==> src/rtl/slew_pkg.sv <==
package slew_pkg;
  typedef struct packed {
    logic loadEn;   // take new phase and skew values
    logic stepEn;   // perform one interval correction
    logic wdClear;  // a nonzero correction was applied
    logic wdBump;   // tick without a nonzero correction
  } slewStrobe_t;
endpackage

==> src/rtl/slew_ctrl.sv <==
module slew_ctrl #(
  parameter int WD_W = 4
) (
  input  logic                     clk,
  input  logic                     rstN,
  input  logic                     tick,
  input  logic                     loadValid,
  input  logic                     corrNonZero,
  output slew_pkg::slewStrobe_t    stb,
  output logic [WD_W-1:0]          watchdog
);
  localparam logic [WD_W-1:0] WD_MAX = {WD_W{1'b1}};

  logic [WD_W-1:0] wdQ;

  always_comb begin
    stb.loadEn  = loadValid;
    stb.stepEn  = tick && !loadValid;
    stb.wdClear = tick && !loadValid && corrNonZero;
    stb.wdBump  = tick && !(tick && !loadValid && corrNonZero);
  end

  always_ff @(posedge clk) begin
    if (!rstN) begin
      wdQ <= '0;
    end else if (stb.wdClear) begin
      wdQ <= '0;
    end else if (stb.wdBump && (wdQ != WD_MAX)) begin
      wdQ <= wdQ + 1'b1;
    end
  end

  assign watchdog = wdQ;
endmodule

==> src/rtl/slew_datapath.sv <==
module slew_datapath #(
  parameter int ADJ_W    = 16,
  parameter int SKEW_W   = 16,
  parameter int CLK_W    = 32,
  parameter int PHASE_SH = 2,
  parameter int FREQ_SH  = 4
) (
  input  logic                  clk,
  input  logic                  rstN,
  input  slew_pkg::slewStrobe_t stb,
  input  logic [ADJ_W-1:0]      loadAdj,
  input  logic [SKEW_W-1:0]     loadSkew,
  output logic [ADJ_W-1:0]      adj,
  output logic [CLK_W-1:0]      clockVal,
  output logic                  corrNonZero
);
  localparam int SUM_W = ((ADJ_W > SKEW_W) ? ADJ_W : SKEW_W) + 1;
  localparam int PAD_W = CLK_W + 1 - SUM_W;

  logic signed [ADJ_W-1:0]  adjQ;
  logic signed [ADJ_W-1:0]  phaseTerm;
  logic signed [SKEW_W-1:0] skewQ;
  logic signed [SKEW_W-1:0] freqTerm;
  logic signed [SUM_W-1:0]  corrSum;
  logic [SUM_W-1:0]         corrPos;
  logic [CLK_W-1:0]         clockQ;
  logic [CLK_W:0]           clockSum;
  logic [CLK_W-1:0]         clockNext;

  // Fixed shifts replace all scaling.
  assign phaseTerm = adjQ >>> PHASE_SH;
  assign freqTerm  = skewQ >>> FREQ_SH;

  assign corrSum = $signed({{(SUM_W-ADJ_W){phaseTerm[ADJ_W-1]}}, phaseTerm})
                 + $signed({{(SUM_W-SKEW_W){freqTerm[SKEW_W-1]}}, freqTerm});

  // Monotonic time: a backward correction becomes zero.
  assign corrPos     = corrSum[SUM_W-1] ? '0 : corrSum;
  assign corrNonZero = |corrPos;

  assign clockSum  = {1'b0, clockQ} + {{PAD_W{1'b0}}, corrPos};
  assign clockNext = clockSum[CLK_W] ? {CLK_W{1'b1}} : clockSum[CLK_W-1:0];

  always_ff @(posedge clk) begin
    if (!rstN) begin
      adjQ   <= '0;
      skewQ  <= '0;
      clockQ <= '0;
    end else if (stb.loadEn) begin
      adjQ  <= loadAdj;
      skewQ <= loadSkew;
    end else if (stb.stepEn) begin
      adjQ   <= adjQ - phaseTerm;
      clockQ <= clockNext;
    end
  end

  assign adj      = adjQ;
  assign clockVal = clockQ;
endmodule

==> src/rtl/slew_corrector.sv <==
module slew_corrector #(
  parameter int ADJ_W    = 16,
  parameter int SKEW_W   = 16,
  parameter int CLK_W    = 32,
  parameter int WD_W     = 4,
  parameter int PHASE_SH = 2,
  parameter int FREQ_SH  = 4
) (
  input  logic              clk,
  input  logic              rstN,
  input  logic              tick,
  input  logic              loadValid,
  input  logic [ADJ_W-1:0]  loadAdj,
  input  logic [SKEW_W-1:0] loadSkew,
  output logic [ADJ_W-1:0]  adjOut,
  output logic [CLK_W-1:0]  clockOut,
  output logic [WD_W-1:0]   watchdogOut
);
  slew_pkg::slewStrobe_t stb;
  logic                  corrNonZero;

  slew_ctrl #(.WD_W(WD_W)) u_ctrl (
    .clk         (clk),
    .rstN        (rstN),
    .tick        (tick),
    .loadValid   (loadValid),
    .corrNonZero (corrNonZero),
    .stb         (stb),
    .watchdog    (watchdogOut)
  );

  slew_datapath #(
    .ADJ_W(ADJ_W), .SKEW_W(SKEW_W), .CLK_W(CLK_W),
    .PHASE_SH(PHASE_SH), .FREQ_SH(FREQ_SH)
  ) u_dp (
    .clk         (clk),
    .rstN        (rstN),
    .stb         (stb),
    .loadAdj     (loadAdj),
    .loadSkew    (loadSkew),
    .adj         (adjOut),
    .clockVal    (clockOut),
    .corrNonZero (corrNonZero)
  );
endmodule

==> config.mk <==
export PLATFORM = sky130hd
export DESIGN_NAME = slew_corrector
export DESIGN_NICKNAME = d
export VERILOG_FILES = /design/src/rtl/slew_pkg.sv /design/src/rtl/slew_ctrl.sv /design/src/rtl/slew_datapath.sv /design/src/rtl/slew_corrector.sv
export SDC_FILE = /design/constraint.sdc
export NUM_CORES = 1
export LEC_CHECK = 0
export BUFFER_PORTS_ARGS = -buffer_cell sky130_fd_sc_hd__buf_2
export CORE_MARGIN = 5
export CORE_UTILIZATION = 55
export DETAILED_ROUTE_END_ITERATION = 7
export PLACE_DENSITY = 0.77
export SYNTH_ARGS = -nofsm -noshare
export SYNTH_HDL_FRONTEND = slang
export SYNTH_SLANG_ARGS = --single-unit
==> constraint.sdc <==
create_clock -name clk -period 5.9 [get_ports clk]
set_input_delay 0.59 -clock clk [delete_from_list [all_inputs] [get_ports clk]]
set_output_delay 0.59 -clock clk [all_outputs]
set_load 0.005 [all_outputs]
==> impl_summary.log <==
INFO  metric status = complete, no violations
INFO  metric max-slew-margin-rel = about a fifth
INFO  metric finalWeightedCongestion = around 0.90
INFO  metric core-area = about 0.0091 mm²
INFO  metric wire_per_inst = ~17 µm
INFO  metric chipHeight = about 110 µm
INFO  metric initialDrtViolationCount = 326
INFO  metric tritoncts = built
INFO  metric r2r_slack = ~0.63 ns
INFO  metric final-max-slew-violation-count = 0
INFO  metric num_vias = 5145
INFO  metric layoutNonFillerInstCount = 813
INFO  metric setup.worst_path.end_class = flop
INFO  metric num_rows = 35
INFO  metric synth.net_count = around 700
INFO  metric die_x = about 110 µm
INFO  metric portBuffers = 83
INFO  metric type_of_the_worst_setup_path = reg2reg
INFO  metric clk_path_buf_depth = 2
INFO  metric placement.cell_area = 0.00552 mm²
INFO  metric ys_async_sr_fraction = 0%
INFO  metric timing.hold.worst.class = in2reg
INFO  metric cts.repair_timing.setup_buffer_count = 0
INFO  metric synthesis.yosys.warnings = 0
INFO  metric drt-pass1-iter-count = 5
INFO  metric met1Wirelength = roughly 6.3 mm
INFO  metric clkLatencyLatePin = 0.36 ns
INFO  metric global_route_wire_length_before_repair = 22.8 mm
INFO  metric met2RoutedLength = between 6 and 7 mm
INFO  metric power_density = approximately 260 mW/mm²
INFO  metric antenna_diode_count = 0
INFO  metric dr_wl_met3 = approximately 650 µm
INFO  metric hold_viol = 0
INFO  metric post_synth.cell_area_avg = between 8 and 9 µm²
INFO  metric clkTransAtPathRegs = around 0.080 ns
INFO  metric ctsResizeCount = 0
INFO  metric clock.fmax = between 150 and 200 MHz
INFO  metric ant_nets = 0
INFO  metric die_area = roughly 0.011 mm²
INFO  metric numPlacedInstances = between 700 and 800
INFO  metric depth_of_the_cts_h_tree = 3
INFO  metric drcViolationCount = 0
INFO  metric hpwlAfterDp = about 10 mm
INFO  metric mostFrequentLayoutCell = sky130_fd_sc_hd__buf_2
INFO  metric yosys.cell_types.count = between 60 and 70
INFO  metric most-common-layout-cells = sky130_fd_sc_hd__buf_2, sky130_fd_sc_hd__dfxtp_1, sky130_fd_sc_hd__a21oi_1, sky130_fd_sc_hd__nor2_1, sky130_fd_sc_hd__ha_1
INFO  metric finish.net_count = just under 800
INFO  metric grt_max_degree = 31
INFO  metric drive_above_1_share = between 10% and 20%
INFO  metric finalCritPeriodShare = roughly nine tenths
INFO  metric timing.final.crit_period = 5.27 ns
INFO  metric postSynth.topFlopCell = sky130_fd_sc_hd__dfxtp_1
INFO  metric fin_setup_tns = 0 ns
INFO  metric finalSetupViolations = 0
INFO  metric total_gr_overflow = 0
INFO  metric dr.max_layer_used = met4
INFO  metric synth-edff-count = 0
INFO  metric crit_fanout = 11
INFO  metric postSynthCellCount = ~630
INFO  metric cp-start-kind = flop
INFO  metric grt_pass1_vias = approximately 5k
INFO  metric static-leakage-power = 2.60 nW
INFO  metric drv.max_cap_violation_count = 0
INFO  metric wire_length_after_detailed_routing = roughly 14 mm
INFO  metric overall_power = roughly 1.5 mW
INFO  metric vias_per_cell = approximately 6.3
INFO  metric synthesis.area = a little over 0.005 mm²
INFO  metric root_buffer = sky130_fd_sc_hd__clkbuf_8
INFO  metric synth_seq_area_share = ~25%
INFO  metric io_pins = 88
INFO  metric rsz0062_at_grt = false
INFO  metric final.setup_skew = 0.0154 ns
INFO  metric starting_density_of_the_core = 55.5%
INFO  metric cts_num_sinks = 64
INFO  metric globalRouteTotalUtil = between 20 and 25%
INFO  metric area_growth_syn_to_layout = 13.5%
INFO  metric max-vdd-ir-drop = about 0.14 mV
INFO  metric final_design_area_no_fill = about 0.0057 mm²
INFO  metric timing.critical_path.required = between 6 and 7 ns
INFO  metric synth_seq_cells = 64
INFO  metric tritoncts.num_buffers = 9
INFO  metric critPathArrivalTime = 5.47 ns
INFO  metric tightestPinTransition = approximately 1.2 ns
INFO  metric holdBufCountCts = 0
INFO  metric hold-worst-slack = about 0.47 ns
INFO  metric number_of_antenna_violations_at_the_first_check_in_global_routing = 0
-- synth_stat cells (all sizes together) (17+ instances only) --
library cell / n / share of area (%)
ha: 44 / 11
mux2i: 19 / 3.8
nand2: 30 / 2.2
a21oi: 55 / 5.4
nor3: 17 / 1.7
o21ai: 31 / 3.1
dfxtp: 64 / 25
a31oi: 19 / 2.4
clkbuf: 20 / 1.5
nor2: 55 / 4.1
inv: 32 / 2.4
xnor2: 18 / 3.1
-- through the flow --
step           setup slack [ns]  util, %
6_report                  0.627     63.0
5_1_grt                   0.190     63.0
4_1_cts                   0.721     63.0
3_5_place_dp              0.765     60.6
3_3_place_gp              0.864     60.6
2_1_floorplan              1.23        -
-- sequential cells by signal (all words and copies together), names as in the netlist --
name,flops
u_dp.adj,16
u_dp.clockVal,32
u_dp.skewQ,12
u_ctrl.watchdog,4
-- worst max-delay path, cell delays in order (launching register included) --
cell and delay [ns]:
sky130_fd_sc_hd__dfxtp_1 0.38, sky130_fd_sc_hd__ha_1 0.29, sky130_fd_sc_hd__fa_1 0.43, sky130_fd_sc_hd__a211oi_1 0.49
sky130_fd_sc_hd__or2_2 0.22, sky130_fd_sc_hd__a21oi_1 0.11, sky130_fd_sc_hd__nor3_1 0.17, sky130_fd_sc_hd__a22o_1 0.15
sky130_fd_sc_hd__buf_4 0.16, sky130_fd_sc_hd__inv_1 0.09, sky130_fd_sc_hd__and2_1 0.16, sky130_fd_sc_hd__ha_1 0.20
sky130_fd_sc_hd__inv_1 0.08, sky130_fd_sc_hd__fa_1 0.21, sky130_fd_sc_hd__nor2b_1 0.06, sky130_fd_sc_hd__o21a_1 0.19
sky130_fd_sc_hd__a311o_1 0.40, sky130_fd_sc_hd__a221oi_1 0.44, sky130_fd_sc_hd__nor3b_1 0.13, sky130_fd_sc_hd__nor2_1 0.58
sky130_fd_sc_hd__a311oi_1 0.19
-- metal layers --
metal | vias to the layer above | GRT usage, %
li1 | 2534 | -
met4 | 0 | 6.75
met5 | - | 0
met3 | 22 | 4.59
met1 | 2443 | 31.2
met2 | 146 | 42.1
-- cell type report --
class | count | area (µm²)
Multi-Input combinational cell | 503 | 3540
Fill cell | 818 | 3370
Sequential cell | 64 | 1280
Timing Repair Buffer | 87 | 445
Clock buffer | 13 | 149
Tap cell | 111 | 139
Inverter | 32 | 120
Clock inverter | 3 | 65.1
-- final timing paths --
path / startpoint / endpoint / depth (start not counted)
worst max register to register: u_dp.adj[2] / u_dp.clockVal[19] / 20
worst min-delay path: loadSkew[10] / u_dp.skewQ[10] / 3
worst max-delay path: u_dp.adj[2] / u_dp.clockVal[19] / 20
worst min register to register: u_dp.skewQ[8] / u_dp.skewQ[8] / 2
-- report_power, final --
| part | switching (mW) | internal [mW] |
|---|---|---|
| Clock | 0.179 | 0.250 |
| Sequential | 0.0348 | 0.459 |
| Combinational | 0.300 | 0.243 |
| Total | 0.514 | 0.952 |
-- logic make-up (layout without fill, tap and decap cells) --
| group | Yosys count | in the layout | share of synthesized area [%] |
|---|---|---|---|
| adders and majority gates | 47 | 47 | 12.1 |
| AOI/OAI and AO/OA | 220 | 220 | 30.2 |
| DFF | 64 | 64 | 25.3 |
| and+or+nand+nor | 192 | 192 | 19.6 |
| buffers and inverters | 61 | 135 | 4.65 |
| xor gates and xnor gates | 25 | 25 | 4.33 |
| muxes | 19 | 19 | 3.76 |
Power figures use the tool's default switching activity.
